`config.mk`:
```
export PLATFORM = sky130hd
export DESIGN_NAME = cell_if_monitor
export DESIGN_NICKNAME = d
export VERILOG_FILES = /design/src/rtl/cim_pkg.sv /design/src/rtl/cim_xfer_detect.sv /design/src/rtl/cim_fsm.sv /design/src/rtl/cim_cell_store.sv /design/src/rtl/cell_if_monitor.sv
export SDC_FILE = /design/constraint.sdc
export NUM_CORES = 1
export LEC_CHECK = 0
export ABC_AREA = 1
export ABC_CLOCK_PERIOD_IN_PS = 1580
export BUFFER_PORTS_ARGS = -buffer_cell sky130_fd_sc_hd__buf_4
export CORE_MARGIN = 3
export CORE_UTILIZATION = 48
export CTS_CLUSTER_SIZE = 10
export DETAILED_ROUTE_END_ITERATION = 7
export PLACE_DENSITY = 0.77
export RECOVER_POWER = 25
export SYNTH_ARGS = -nofsm -noshare
export SYNTH_HDL_FRONTEND = slang
export SYNTH_SLANG_ARGS = --single-unit
```
`constraint.sdc`:
```
create_clock -name clk -period 1.58 [get_ports clk]
set_input_delay 0.079 -clock clk [delete_from_list [all_inputs] [get_ports clk]]
set_output_delay 0.079 -clock clk [all_outputs]
set_load 0.01 [all_outputs]
```
`src/rtl/cim_pkg.sv`:
```
package cim_pkg;

    typedef enum logic [1:0] {
        MS_IDLE = 2'd0,
        MS_FILL = 2'd1,
        MS_EMIT = 2'd2
    } mon_state_t;

endpackage

```
`src/rtl/cim_xfer_detect.sv`:
```
module cim_xfer_detect (
    input  logic clk,
    input  logic rst_n,
    input  logic clav,
    input  logic enb_n,
    output logic xfer
);

    // Grant seen in the previous cycle; a byte moves when the sender is
    // still ready in the cycle after a grant.
    logic grant_q;

    always_ff @(posedge clk or negedge rst_n) begin
        if (!rst_n) begin
            grant_q <= 1'b0;
        end else begin
            grant_q <= ~enb_n;
        end
    end

    assign xfer = clav & grant_q;

endmodule

```
`src/rtl/cim_fsm.sv`:
```
module cim_fsm
    import cim_pkg::*;
#(
    parameter int CELL_BYTES = 53,
    parameter int CNT_W      = $clog2(CELL_BYTES)
) (
    input  logic             clk,
    input  logic             rst_n,
    input  logic             xfer,
    input  logic             soc,
    input  logic             clav,
    output logic             wr_en,
    output logic [CNT_W-1:0] wr_idx,
    output logic             cell_valid,
    output logic             err_soc_mid,
    output logic             err_soc_noclav,
    output logic             err_soc_missing
);

    localparam logic [CNT_W-1:0] LAST_IDX = CNT_W'(CELL_BYTES - 1);

    mon_state_t       state_q, state_d;
    logic [CNT_W-1:0] cnt_q, cnt_d;
    logic             start_byte, body_byte;
    logic             set_mid, set_noclav, set_missing;

    assign start_byte = xfer & soc;
    assign body_byte  = xfer & ~soc;

    // State register
    always_ff @(posedge clk or negedge rst_n) begin
        if (!rst_n) begin
            state_q <= MS_IDLE;
        end else begin
            state_q <= state_d;
        end
    end

    // Byte counter and sticky flags
    always_ff @(posedge clk or negedge rst_n) begin
        if (!rst_n) begin
            cnt_q           <= '0;
            err_soc_mid     <= 1'b0;
            err_soc_noclav  <= 1'b0;
            err_soc_missing <= 1'b0;
        end else begin
            cnt_q <= cnt_d;
            if (set_mid)     err_soc_mid     <= 1'b1;
            if (set_noclav)  err_soc_noclav  <= 1'b1;
            if (set_missing) err_soc_missing <= 1'b1;
        end
    end

    // Next state and next count
    always_comb begin
        state_d = state_q;
        cnt_d   = cnt_q;
        unique case (state_q)
            MS_IDLE, MS_EMIT: begin
                if (start_byte) begin
                    state_d = MS_FILL;                   // T_START
                    cnt_d   = CNT_W'(1);
                end else begin
                    state_d = MS_IDLE;                   // T_DRAIN
                    cnt_d   = '0;
                end
            end
            MS_FILL: begin
                if (start_byte) begin
                    state_d = MS_FILL;                   // T_RESTART
                    cnt_d   = CNT_W'(1);
                end else if (body_byte) begin
                    if (cnt_q == LAST_IDX) begin
                        state_d = MS_EMIT;               // T_LAST
                        cnt_d   = '0;
                    end else begin
                        cnt_d   = cnt_q + 1'b1;          // T_STEP
                    end
                end
            end
            default: begin
                state_d = MS_IDLE;
                cnt_d   = '0;
            end
        endcase
    end

    // Outputs
    always_comb begin
        cell_valid  = (state_q == MS_EMIT);
        wr_en       = start_byte | (body_byte & (state_q == MS_FILL));
        wr_idx      = start_byte ? '0 : cnt_q;
        set_mid     = start_byte & (state_q == MS_FILL);
        set_noclav  = soc & ~clav;
        set_missing = body_byte & (state_q != MS_FILL);
    end

endmodule

```
`src/rtl/cim_cell_store.sv`:
```
module cim_cell_store #(
    parameter int DATA_W     = 8,
    parameter int CELL_BYTES = 53,
    parameter int CNT_W      = $clog2(CELL_BYTES)
) (
    input  logic                         clk,
    input  logic                         rst_n,
    input  logic                         wr_en,
    input  logic [CNT_W-1:0]             wr_idx,
    input  logic [DATA_W-1:0]            wr_data,
    output logic [CELL_BYTES*DATA_W-1:0] cell_data
);

    for (genvar g = 0; g < CELL_BYTES; g++) begin : g_byte
        logic [DATA_W-1:0] byte_q;

        always_ff @(posedge clk or negedge rst_n) begin
            if (!rst_n) begin
                byte_q <= '0;
            end else if (wr_en && (wr_idx == CNT_W'(g))) begin
                byte_q <= wr_data;
            end
        end

        assign cell_data[g*DATA_W +: DATA_W] = byte_q;
    end

endmodule

```
`src/rtl/cell_if_monitor.sv`:
```
module cell_if_monitor #(
    parameter int DATA_W     = 8,
    parameter int CELL_BYTES = 53
) (
    input  logic                         clk,
    input  logic                         rst_n,
    input  logic                         clav,
    input  logic                         enb_n,
    input  logic                         soc,
    input  logic [DATA_W-1:0]            data,
    output logic                         cell_valid,
    output logic [CELL_BYTES*DATA_W-1:0] cell_data,
    output logic                         err_soc_mid,
    output logic                         err_soc_noclav,
    output logic                         err_soc_missing
);

    localparam int CNT_W = $clog2(CELL_BYTES);

    logic             xfer;
    logic             wr_en;
    logic [CNT_W-1:0] wr_idx;

    cim_xfer_detect u_detect (
        .clk   (clk),
        .rst_n (rst_n),
        .clav  (clav),
        .enb_n (enb_n),
        .xfer  (xfer)
    );

    cim_fsm #(
        .CELL_BYTES (CELL_BYTES),
        .CNT_W      (CNT_W)
    ) u_fsm (
        .clk             (clk),
        .rst_n           (rst_n),
        .xfer            (xfer),
        .soc             (soc),
        .clav            (clav),
        .wr_en           (wr_en),
        .wr_idx          (wr_idx),
        .cell_valid      (cell_valid),
        .err_soc_mid     (err_soc_mid),
        .err_soc_noclav  (err_soc_noclav),
        .err_soc_missing (err_soc_missing)
    );

    cim_cell_store #(
        .DATA_W     (DATA_W),
        .CELL_BYTES (CELL_BYTES),
        .CNT_W      (CNT_W)
    ) u_store (
        .clk       (clk),
        .rst_n     (rst_n),
        .wr_en     (wr_en),
        .wr_idx    (wr_idx),
        .wr_data   (data),
        .cell_data (cell_data)
    );

endmodule

```
# [Yosys cells after proc, flatten, opt, wreduce, memory -nomap -nowiden]
# Cells that the tools add are included.
[totals] in_bits=13 register_bits=436
[op_classes] bitwise=11 eq_ne=58 n_mux=11 addsub=1 n_reduce_logical=57
[op_table] op="$eq 6x6->1 const B" n=22
[op_table] op="$eq 6x5->1 const B" n=16
[op_table] op="$logic_and 1x1->1" n=53
[op_table] op="$eq 6x4->1 const B" n=8
[op_table] op="$eq 6x3->1 const B" n=4
[op_table] op="$mux 6" n=4
[op_table] op="$eq 6x2->1 const B" n=2
[op_table] op="$pmux 6 s2" n=1
[op_table] op="$and 1x1->1" n=7
[op_table] op="$add 6x1->6 const B" n=1
[op_table] op="$eq 6x1->1 const B" n=1
[op_table] op="$logic_not 6->1" n=1
[op_table] op="$mux 2" n=3
[op_table] op="$ne 3x1->1 const B" n=2
[op_table] op="$pmux 2 s2" n=1
[op_table] op="$not 1->1" n=3
[op_table] op="$eq 2x1->1 const B" n=1
[op_table] op="$eq 2x2->1 const B" n=1
[op_table] op="$logic_not 2->1" n=1
[op_table] op="$mux 1" n=2
[op_table] op="$ne 2x1->1 const B" n=1
[op_table] op="$reduce_and 2->1" n=1
[op_table] op="$reduce_or 2->1" n=1
[op_table] op="$or 1x1->1" n=1

# [Depth between registers and ports, before layout]
# Gate-level depths: netlist of run 1.
[depth] word_depth=5 ltp_mapped=9

# [By module]
# From an unflattened synthesis of run 1, not the netlist that was laid out.
[unflattened] hier_cells=2006 area_unflattened_um2=17510.5
[modules_own_cells] mod="cim_cell_store" area_each_um2=16862.4 cells_each=1925 seq_area_each_um2=10610.2 n_inst=1
[modules_own_cells] mod="cim_fsm" area_each_um2=611.8 cells_each=77 seq_area_each_um2=275.3 n_inst=1
[modules_own_cells] mod="cim_xfer_detect" area_each_um2=36.3 cells_each=4 seq_area_each_um2=25.0 n_inst=1

# [Least setup slack after synthesis of run 1]
# OpenSTA, ideal clock, no wires.
[synth_timing] kind="register to register" from="reg u_detect.grant_q" to="reg u_store.g_byte[30].byte_q[5]" setup_slack_ns=-0.063 setup_ns=0.135 t_arrival_ns=1.509 period_less_slack_ns=1.643 path_stages_with_launch=9 path_cell_list="dfrtp_1 > nand3_4 > nand3_1 > nor2_1 > buf_4 > nand2_4 > buf_2 > nand2_1 > o21ai_0"
[synth_between] elab_chain_cells=5 elab_cells_between_ends=8 classes_between="eq/ne (1); mux (1); bitwise (5); reduce/logical (1)"
[synth_lines] item="start: declaration" line_no="cim_xfer_detect.sv:11" text="logic grant_q;"
[synth_lines] item="start signal: assignment" line_no="cim_xfer_detect.sv:17" text="grant_q <= ~enb_n;"
[synth_lines] item="$and 1x1->1 *" line_no="cim_xfer_detect.sv:21" text="assign xfer = clav & grant_q;"
[synth_lines] item="$and 1x1->1, on equally long branches" line_no="cim_fsm.sv:27, cim_fsm.sv:28"
[synth_lines] item="$mux 6 / $and 1x1->1 (equally long branches)" line_no="cim_fsm.sv:92, cim_fsm.sv:91"
[synth_lines] item="$eq 6x5->1 / $or 1x1->1 (equally long branches)" line_no="cim_cell_store.sv:20, cim_fsm.sv:91"
[synth_lines] item="$logic_and 1x1->1 *" line_no="cim_cell_store.sv:20" text="end else if (wr_en && (wr_idx == CNT_W'(g))) begin"
[synth_lines] item="end signal: assignment" line_no="cim_cell_store.sv:21" text="byte_q <= wr_data;"
[synth_lines] item="end: declaration" line_no="cim_cell_store.sv:15" text="logic [DATA_W-1:0] byte_q;"
# Mark *: on every way between the ends. The rest lies on a longest branch, timed or not.
# A chain may end at the register's enable or synchronous reset.

# [Worst setup path after layout of run 1]
[layout_timing] from="reg u_fsm.state_q[1]" to="reg u_store.g_byte[46].byte_q[6]"
[layout_between] elab_chain_cells=4
[layout_lines] item="start: declaration" line_no="cim_fsm.sv:22" text="mon_state_t state_q, state_d;"
[layout_lines] item="start signal: assignment" line_no="cim_fsm.sv:35" text="state_q <= state_d;"
[layout_lines] item="$eq 2x1->1" line_no="cim_fsm.sv:91" text="wr_en = start_byte | (body_byte & (state_q == MS_FILL));"
[layout_lines] item="$and 1x1->1" line_no="cim_fsm.sv:91"
[layout_lines] item="$or 1x1->1" line_no="cim_fsm.sv:91"
[layout_lines] item="$logic_and 1x1->1" line_no="cim_cell_store.sv:20"
[layout_lines] item="end signal: assignment" line_no="cim_cell_store.sv:21"
[layout_lines] item="end: declaration" line_no="cim_cell_store.sv:15"
# Every way passes these cells.

==> metrics.txt, run 1 <==
outcome=finished, violations left; failing checks=setup timing; min Tclk post-route=1.82 ns; setup tns final=-43.66 ns; ANT nets after route=0; CP max-delay cell=dfrtp_1; hold_ws=0.0668 ns; Worst Hold Path EP=u_fsm.cnt_q[1]; fmax=550 MHz; Worst setup startpoint=u_fsm.state_q[1]; Yosys reg bits=roughly 440; nets@finish=between 2000 and 2500; sequential share of the synthesized area=63.0%; Placed Cells=~2800; reg2reg end=u_store.g_byte[46].byte_q[6]; WP data required=2.00 ns; switching share of power=29.1%; Num CTS Buffers=50; Worst Setup Start Kind=flop; Die ar.=38400 µm²; RSZ-0062 raised after global routing=true; DP HPWL=40900 µm; pwr dens=between 1000 and 1500 nW/µm²; number of DRC markers in iteration 0=1492; # DRC=0; Seq. cell area=10900 µm²; Skew-Pair Late Insertion Delay=0.56 ns; max_cap viols=0; final slew viol count=0; Int Power=20300 µW; Placement Setup Slack=-0.321 ns; largest net degree at the start of global routing=79; crit share post-route=115%; area delta synth->final=51.2%; Sequential Power Share=44.9%; vias in the first global route=16772; Starting Density=49.4%; area occupied by multi-input gates=slightly above 7000 µm²; Synth Instances=1812; total power=between 20000 and 30000 µW; leakage=between 0.01 and 0.015 µW; Min-Delay Path Depth=5; first-pass GRT wire length=97800 µm; Clock Sinks=about 440; most frequent cells in the layout=617 x nand2_1, 530 x buf_4, 432 x dfrtp_1; drt total wl=67800 µm; gr usage total=32.6%; port buffer count=440; fin cells=2900; crit path max fanout=16; Root Driver=clkbuf_16; synthesized cell area=17300 µm²; most used cell, CP=buf_12; CTS tree=yes; chip height=approximately 200 µm; endpoints failing hold=0; Via-to-Cell Ratio=just under 6; Die W=roughly 200 µm; Logic pwr share=between 20% and 30%; synthesis warning total=0; Final WS setup=-0.240 ns; layout cells sized above 1=39.4%; Hold Crit Class=primary input to flop; Clock transition at path regs=0.05 ns; initial antenna violation count=2; max incr delay on CP=0.40 ns; Final setup viols=430; core area=between 30000 and 40000 µm²; WL/cell=23.4 µm; CTS HTree Levels=2; Ports=441; GP Congestion=0.874; Rel. slew slack=22.9%; DRT Pass-1 Iters=6; Avg Cell Area, Syn=9.55 µm²; CP cell instances=buf_6, nor2_4, nand2_2, nor2_4, buf_12, buf_12, buf_12, nand2_8, nand2_1, o21ai_1; post-synthesis cell type count=28; syn nets=roughly 1800; worst vdd ir=1130 µV; P_sw=8310 µW; Slew @ Worst Pin=approximately 1.2 ns; R2R Setup Slk=-0.24 ns; hold wc startpoint=soc; Via Count=~17000; clock skew=0.0113 ns; CP arrival=2.24 ns; CP endpoint kind=flop; CP Class=flop to flop; most common cell after layout, fill and taps aside=nand2_1; row cnt=68; # fillers=2267; clock network fraction of total power=35.1%; r2r startpoint=u_fsm.state_q[1]; grt total ovfl=0; R2R depth=10; maximum buffer depth of the clock tree=3
## critical path: cells and delay by family, from the launching register on
family | cells | cell delay [ns]
flops | 1 | 0.40
compound gates | 1 | 0.08
buf+inv | 4 | 0.54
simple gates | 5 | 0.64
## cell type report
type                            count  share of cell area, %
Antenna cell                        1                0.00956
Clock buffer                       56                   4.99
Clock inverter                      2                 0.0669
Inverter                           29                  0.416
Multi-Input combinational cell   1243                   27.1
Sequential cell                   436                   41.7
Tap cell                          455                   2.18
Timing Repair Buffer              678                   23.5
## cell families (layout without fill, tap and decap cells)
logic type                 after synthesis  count (layout)  synth area share (%)
xor gates and xnor gates                 4               4                 0.202
buffers and inverters                  151             765                  4.54
DFF                                    436             436                  63.0
other                                    0               1                     0
and+or+nand+nor                       1006            1024                  25.8
AOI/OAI and AO/OA                      213             213                  6.29
adders and majority gates                2               2                 0.145
## cell usage after synthesis, drive strengths merged
cell type  count  area share [%]
nand3         88             2.7
o21bai         2           0.087
nor2          34             1.2
clkbuf        51             1.1
buf           71             2.8
inv           29            0.63
o21ai        208             6.1
a21o           1           0.043
nand2        756              17
dfrtp        436              63
nand4        126             4.6
xor2           4            0.20
nor3           2           0.058
a21oi          2           0.080
ha             2            0.14
## metrics by stage
stage / util, % / area, µm²
2_1_floorplan: - / 17400
3_3_place_gp: 63.2 / 22200
3_5_place_dp: 63.2 / 22200
4_1_cts: 72.1 / 25300
5_1_grt: 74.6 / 26200
6_report: 74.6 / 26200
## flip-flops by register name, summed over array words and instances (netlist names)
| name | cells |
|---|---|
| u_store.g_byte.byte_q | 424 |
| u_fsm.cnt_q | 6 |
| u_fsm.state_q | 2 |
| u_fsm.err_soc_noclav | 1 |
| u_fsm.err_soc_mid | 1 |
| u_fsm.err_soc_missing | 1 |
| u_detect.grant_q | 1 |
## what timing repair did
item	CTS	global route
pin swaps	63	68
cloned	15	16
setup buffers	45	10
setup endpoints to repair	426	430
hold endpoints to repair	491	0
hold buffers	11	0
resized for setup	229	230
## per-layer routing
metal | vias up | GRT usage (%) | wire length, µm
li1 | 7236 | - | -
met1 | 8308 | 40.6 | 24400
met2 | 1090 | 53.6 | 33100
met3 | 227 | 9.45 | 7500
met4 | 2 | 13.3 | 2850
met5 | - | 0 | 11
## worst max-delay path by stage
stage | endpoint | slack [ns] | depth (start not counted)
floorplan | u_store.g_byte[29].byte_q[5] | -0.02 | 8
global placement | u_store.g_byte[9].byte_q[4] | -0.24 | 7
detailed placement | u_store.g_byte[9].byte_q[4] | -0.32 | 7
CTS | u_store.g_byte[25].byte_q[3] | -0.12 | 9
global route | u_store.g_byte[46].byte_q[6] | -0.30 | 10
finish | u_store.g_byte[46].byte_q[6] | -0.24 | 10
## power groups by stage
stage	clock network [µW]	registers (µW)	logic, µW
final	10000	12800	5720
after global routing	10500	12900	6110
after CTS	10100	12800	5440
after detailed placement	0	13000	4800
after global placement	0	12900	4690
after floorplan	0	13100	1560
No activity file was read; power rests on OpenSTA's default activity.
==> inputs of run 2 (changes only) <==
--- a/config.mk
+++ b/config.mk
@@ -5,7 +5,6 @@
 export SDC_FILE = /design/constraint.sdc
 export NUM_CORES = 1
 export LEC_CHECK = 0
-export ABC_AREA = 1
 export ABC_CLOCK_PERIOD_IN_PS = 1580
 export BUFFER_PORTS_ARGS = -buffer_cell sky130_fd_sc_hd__buf_4
 export CORE_MARGIN = 3
@@ -14,6 +13,7 @@
 export DETAILED_ROUTE_END_ITERATION = 7
 export PLACE_DENSITY = 0.77
 export RECOVER_POWER = 25
+export REMOVE_ABC_BUFFERS = 1
 export SYNTH_ARGS = -nofsm -noshare
 export SYNTH_HDL_FRONTEND = slang
 export SYNTH_SLANG_ARGS = --single-unit
==> run 2 against run 1 <==
Synthesized cell count shrank 41%. Critical endpoint is now u_store.g_byte[43].byte_q[1]. Critical path depth shrank 3. The run ends with hold timing, setup timing left. Largest power group unchanged. Largest cell class unchanged. Sequential cell count is the same. First-iteration DRC count shrank 63%. Highest routed layer is now met4. Routed wire length shrank 21%. Via count shrank 31%. Global-route usage shrank 6.3 points.
==> metrics.txt, run 2 <==
outcome=finished, violations left; failing checks=hold timing, setup timing; initial antenna violation count=0; met2 wire len=26100 µm; vias in the first global route=between 10000 and 15000; Via Count=11665; clock network fraction of total power=40.4%; largest net degree at the start of global routing=64; Hold Crit Class=primary input to flop; WL/cell=25.1 µm; Final setup viols=between 400 and 500; CP cell instances=and3b_2, nand4b_4, buf_6, buf_6, nor3_4, buf_12, mux2_4; Via-to-Cell Ratio=5.50; Primary FF master, synth=dfrtp_1; leakage=0.0130 µW; number of DRC markers in iteration 0=553; Synth area leader=dfrtp_1; CP max-delay cell=dfrtp_2; # DRC=0; # fillers=2263; total power=25200 µW; sequential share of the synthesized area=63.6%; gr usage total=26.3%; Yosys reg bits=436; Worst Setup Start Kind=flop; CP Class=flop to flop; Ports=441; drt total wl=53300 µm; max FFs per register=~420; CTS tree=yes; top-count cell post-synth=dfrtp_1; total number of cells along the worst setup path=7; pwr dens=1010 nW/µm²; R2R depth=7; Placement Setup Slack=-0.605 ns; Int Power=19000 µW; synthesis warning total=0; CTS HTree Levels=2; end of the critical path=u_store.g_byte[43].byte_q[1]; first-pass GRT wire length=77800 µm; Synth area leaders=dfrtp_1 64%, mux2_2 28%, nor4_4 1.5%; top routing layer in use=met4; WP data required=about 2.0 ns; max incr delay on CP=0.44 ns; most common cell after layout, fill and taps aside=buf_4; row cnt=68; R2R Setup Slk=-0.46 ns; core area=34900 µm²; Die ar.=between 30000 and 40000 µm²; min Tclk post-route=just over 2 ns; setup tns final=-150.56 ns; most used cell, CP=buf_6; max_cap viols=0; EDFF count, synth=0; crit path max fanout=8; P_sw=6160 µW; synthesized cell area=17200 µm²; endpoints failing hold=1; Slew @ Worst Pin=1.27 ns; nets@finish=1671; crit share post-route=129%; grt total ovfl=0; final slew viol count=0; synth cell count leaders=436 x dfrtp_1, 423 x mux2_2, 49 x clkbuf_1; ys async rst share=100%; RSZ-0062 raised after global routing=true; Starting Density=49.2%; registers with the most flip-flops=u_store.g_byte.byte_q x424, u_fsm.cnt_q x6, u_fsm.state_q x2; Rel. slew slack=15.6%; CP endpoint kind=flop; most frequent cells in the layout=510 x buf_4, 432 x dfrtp_1, 247 x mux2_2; maximum buffer depth of the clock tree=3; CP arrival=between 2 and 2.5 ns; CP top delay family=simple AND/OR/NAND/NOR gates; worst vdd ir=955 µV; DRT Pass-1 Iters=6; Seq. cell area=10900 µm²; chip height=between 150 and 200 µm; Worst setup startpoint=u_detect.grant_q; worst path bufs/invs=3; layout cells sized above 1=~70%; Root Driver=clkbuf_16; WL met3=3710 µm; DP HPWL=about 33000 µm; area occupied by multi-input gates=6920 µm²; wire length on met1=between 20000 and 25000 µm; Reg with most FFs=u_store.g_byte.byte_q; Final WS setup=-0.458 ns; hold_ws=-0.00781 ns; Sequential Power Share=47.1%; Synth Instances=1069; Synth top area share=63.6%; ANT nets after route=0; Die W=around 200 µm; Inserted Diodes=0; Clock Sinks=between 400 and 500; switching share of power=24.5%; Avg Cell Area, Syn=16.0 µm²; Clock transition at path regs=around 0.06 ns; post-synthesis cell type count=43; fmax=between 400 and 500 MHz; GP Congestion=roughly 0.86; reg2reg end=u_store.g_byte[43].byte_q[1]; port buffer count=440; CTS Hold Buffers Added=4; r2r startpoint=u_detect.grant_q; Logic pwr share=between 10% and 20%; clock skew=0.0123 ns; Num CTS Buffers=50; Skew-Pair Late Insertion Delay=0.57 ns; area delta synth->final=45.9%
-- run 2: worst min-delay path by stage --
stage | start | end | slack, ns | depth (start not counted)
6_report | soc | u_fsm.cnt_q[0] | -0.008 | 4
3_3_place_gp | rst_n | u_store.g_byte[51].byte_q[6] | 0.02 | 1
2_1_floorplan | rst_n | u_detect.grant_q | -0.22 | 0
4_1_cts | rst_n | u_store.g_byte[28].byte_q[0] | 0.009 | 2
3_5_place_dp | rst_n | u_store.g_byte[51].byte_q[3] | 0.02 | 1
5_1_grt | soc | u_fsm.cnt_q[0] | -0.02 | 4
-- run 2: final cells by class --
cell class | instances | area share, %
flip-flops and latches | 436 | 43.6
well taps | 455 | 2.27
repair buffers | 603 | 20.9
clock inverters | 1 | 0.0300
multi-input cells | 560 | 27.7
clock buffers | 61 | 5.46
inverters | 5 | 0.0750
-- run 2: kinds of logic (layout without fill, tap and decap cells) --
| group | after synthesis | after routing | share of synthesized area [%] |
|---|---|---|---|
| adder cells (fa/ha/maj) | 2 | 2 | 0.146 |
| AND/OR/NAND/NOR | 113 | 113 | 5.81 |
| flip-flops | 436 | 436 | 63.6 |
| multiplexers | 424 | 424 | 27.8 |
| AO/OA/AOI/OAI | 21 | 21 | 0.773 |
| buffers and inverters | 73 | 670 | 1.84 |
-- run 2: metal layers --
layer,GRT usage [%],up-vias
li1,-,4956
met5,0,-
met1,34.1,6104
met3,7.26,125
met2,43.5,480
met4,8.13,0
-- run 2: timing repair --
action,CTS,global route
setup buffers,20,8
pin swaps,14,15
gates resized for setup,68,220
setup endpoints to repair,428,432
cloned,1,2
endpoints found under the hold margin,441,1
-- run 2: stage by stage --
stage	instance area, µm²	hold WS (ns)	utilization [%]	cells
after floorplan	16900	-0.217	-	1001
after detailed placement	22300	0.0248	64.0	2031
after global routing	25000	-0.0174	71.7	2121
after global placement	22300	0.0220	64.0	2031
final	25000	-0.00781	71.7	2121
after CTS	24200	0.00879	69.3	2115
-- run 2: tightest hold or removal path, cell delays in order --
cell     delay, ns
buf_4         0.15
nand3_4       0.10
buf_6         0.13
a21oi_1       0.06
-- run 2: power groups by stage --
stage	clock (µW)	combinational, µW	sequential (µW)
CTS	10300	2830	11800
floorplan	0	690	12200
finish	10200	3140	11900
global route	10800	3310	11900
detailed placement	0	2690	12000
global placement	0	2640	12000
==> inputs of run 3 (changes only) <==
--- a/config.mk
+++ b/config.mk
@@ -5,13 +5,16 @@
 export SDC_FILE = /design/constraint.sdc
 export NUM_CORES = 1
 export LEC_CHECK = 0
-export ABC_CLOCK_PERIOD_IN_PS = 1580
+export ABC_CLOCK_PERIOD_IN_PS = 2200
 export BUFFER_PORTS_ARGS = -buffer_cell sky130_fd_sc_hd__buf_4
+export CELL_PAD_IN_SITES_DETAIL_PLACEMENT = 1
+export CELL_PAD_IN_SITES_GLOBAL_PLACEMENT = 1
+export CORE_ASPECT_RATIO = 1.75
 export CORE_MARGIN = 3
-export CORE_UTILIZATION = 48
+export CORE_UTILIZATION = 43
 export CTS_CLUSTER_SIZE = 10
 export DETAILED_ROUTE_END_ITERATION = 7
-export PLACE_DENSITY = 0.77
+export PLACE_DENSITY = 0.8
 export RECOVER_POWER = 25
 export REMOVE_ABC_BUFFERS = 1
 export SYNTH_ARGS = -nofsm -noshare
==> constraint.sdc (replaced) <==
create_clock -name clk -period 2.2 [get_ports clk]
set_input_delay 0.11 -clock clk [delete_from_list [all_inputs] [get_ports clk]]
set_output_delay 0.11 -clock clk [all_outputs]
set_load 0.01 [all_outputs]
==> run 3 against run 2 <==
The run ends with capacitance limit, slew limit left. Via count is 4.7% lower. Sequential share of layout area is 4.2 points higher. Clock skew is 0.0071 ns higher. Die area is 12% higher. Power is 31% lower. Register-to-register slack better by 0.52 ns. Final area is 8.7% lower. Count of clock-buffer cells in the layout is 7 lower. Maximum frequency is 4.6% lower. First-iteration DRC count is 22% lower. Sequential cell count stayed put. Non-clock buffer count is 90 lower. Critical endpoint is now u_store.g_byte[19].byte_q[0]. Largest cell class unchanged.
==> metrics.txt, run 3 (synthesis results as in run 2) <==
Final WS setup=0.0638 ns; CTS tree=yes; endpoints failing hold=0; fmax=468 MHz; CTS HTree Levels=2; maximum buffer depth of the clock tree=3; leakage=0.0122 µW; Worst Hold Path EP=u_store.g_byte[43].byte_q[2]; r2r startpoint=u_detect.grant_q; R2R depth=5; port buffer count=440; failing checks=capacitance limit, slew limit; chip height=270 µm; Rel. slew slack=-18.5%; WP data required=between 2 and 3 ns; CP Class=flop to flop; P_sw=4210 µW; # fillers=about 3700; max_cap viols=1; max FFs per register=424; Num CTS Buffers=a little under 50; Hold Crit Class=primary input to flop; drt total wl=54500 µm; clock skew=0.0194 ns; vias in the first global route=12451; largest net degree at the start of global routing=73; Placement Setup Slack=~0.0006 ns; reg2reg end=u_store.g_byte[19].byte_q[0]; ANT nets after route=0; row cnt=96; registers with the most flip-flops=u_store.g_byte.byte_q x424, u_fsm.cnt_q x6, u_fsm.state_q x2; Slew @ Worst Pin=approximately 1.8 ns; GR Util met1=27.0%; Via Count=11113; Worst Setup Start Kind=flop; layout cells sized above 1=between 60 and 70%; busiest grt layer=met2; Skew-Pair Late Insertion Delay=0.55 ns; R2R Setup Slk=roughly 0.064 ns; initial antenna violation count=0; DRT Pass-1 Iters=4; area delta synth->final=33.2%; routing usage on met3=approximately 3.8%; Die W=about 160 µm; worst vdd ir=618 µV; Via-to-Cell Ratio=5.40; Die ar.=about 42000 µm²; Reg with most FFs=u_store.g_byte.byte_q; outcome=finished, violations left; RSZ-0062 raised after global routing=true; CP arrival=2.57 ns; number of DRC markers in iteration 0=430; Logic pwr share=10.1%; hold wc startpoint=data[2]; Starting Density=a little over two fifths; nets@finish=1580; CP endpoint kind=flop; gr usage total=25.4%; first-pass GRT wire length=81100 µm; clock network fraction of total power=41.0%; Ports=441; GR Util met2=47.9%; Root Driver=clkbuf_16; hold_ws=0.305 ns; GP Congestion=0.863; # DRC=0; Inserted Diodes=0; pwr dens=758 nW/µm²; crit path max fanout=10; WL/cell=26.5 µm; switching share of power=24.3%; most common cell after layout, fill and taps aside=buf_4; Clock transition at path regs=0.06 ns; crit share post-route=97.1%; final slew viol count=59; grt total ovfl=0; Clock Sinks=436; core area=around 39000 µm²; Min-Delay Path Depth=2; Int Power=13100 µW; DP HPWL=between 30000 and 40000 µm; Final setup viols=0; most frequent cells in the layout=484 x buf_4, 435 x dfrtp_1, 423 x mux2_2; Sequential Power Share=48.9%; min Tclk post-route=2.14 ns
==> run 3: power by group through the flow <==
stage | Clock, µW | Sequential [µW] | Combinational (µW)
2_1_floorplan | 0 | 8740 | 495
3_3_place_gp | 0 | 8580 | 1720
3_5_place_dp | 0 | 8600 | 1760
4_1_cts | 7300 | 8470 | 1780
5_1_grt | 7620 | 8500 | 1870
6_report | 7090 | 8470 | 1740
==> run 3: final cells by class <==
| cell class | count | area, µm² | area share [%] |
|---|---|---|---|
| timing repair buffer | 513 | 4040 | 17.7 |
| multi-input combinational | 560 | 5950 | 26.0 |
| clock inverter | 1 | 8.76 | 0.0383 |
| inverter | 5 | 18.8 | 0.0822 |
| clock buffer | 54 | 1300 | 5.68 |
| tap | 490 | 613 | 2.68 |
| sequential | 436 | 10900 | 47.8 |
==> run 3: metal layers <==
| layer | up-vias | wire, µm |
|---|---|---|
| met2 | 328 | 30700 |
| met3 | 117 | 2150 |
| met1 | 5918 | 18800 |
| met5 | - | 0 |
| li1 | 4750 | - |
| met4 | 0 | 2810 |
==> run 3: worst max-delay path, stage by stage (launching register included) <==
cell and delay, ns:
dfrtp_2 0.45, and3_1 0.24, buf_4 0.19, nor2_1 0.34, nand3_1 0.39, mux2_2 0.39
==> run 3: how the worst max path moves through the flow <==
stage / cells after the start / start / slack [ns] / to
after floorplan: 3 / u_fsm.cnt_q[1] / -0.26 / u_store.g_byte[50].byte_q[0]
after global routing: 3 / rst_n / -0.05 / u_store.g_byte[48].byte_q[5]
after global placement: 4 / u_detect.grant_q / 0.07 / u_store.g_byte[34].byte_q[6]
after CTS: 5 / u_detect.grant_q / 0.006 / u_store.g_byte[32].byte_q[2]
final: 5 / u_detect.grant_q / 0.06 / u_store.g_byte[19].byte_q[0]
after detailed placement: 4 / u_detect.grant_q / 0.0006 / u_store.g_byte[34].byte_q[7]
==> run 3: what timing repair did <==
action	in CTS	in global routing
hold buffers	5	0
pin swaps	0	2
hold endpoints to repair	134	0
setup buffers	0	2
resized for setup	1	6
setup endpoints to repair	7	182
==> run 3: metrics by stage <==
step | utilization (%) | total power [µW] | TNS [ns] | cells | cell area [µm²]
2_1_floorplan | - | 9240 | -22.72 | 1001 | 16900
3_3_place_gp | 54.7 | 10300 | 0 | 1997 | 21500
3_5_place_dp | 54.7 | 10400 | 0 | 1997 | 21500
4_1_cts | 58.1 | 17500 | 0 | 2057 | 22800
5_1_grt | 58.2 | 18000 | -2.68 | 2059 | 22800
6_report | 58.2 | 17300 | 0 | 2059 | 22800
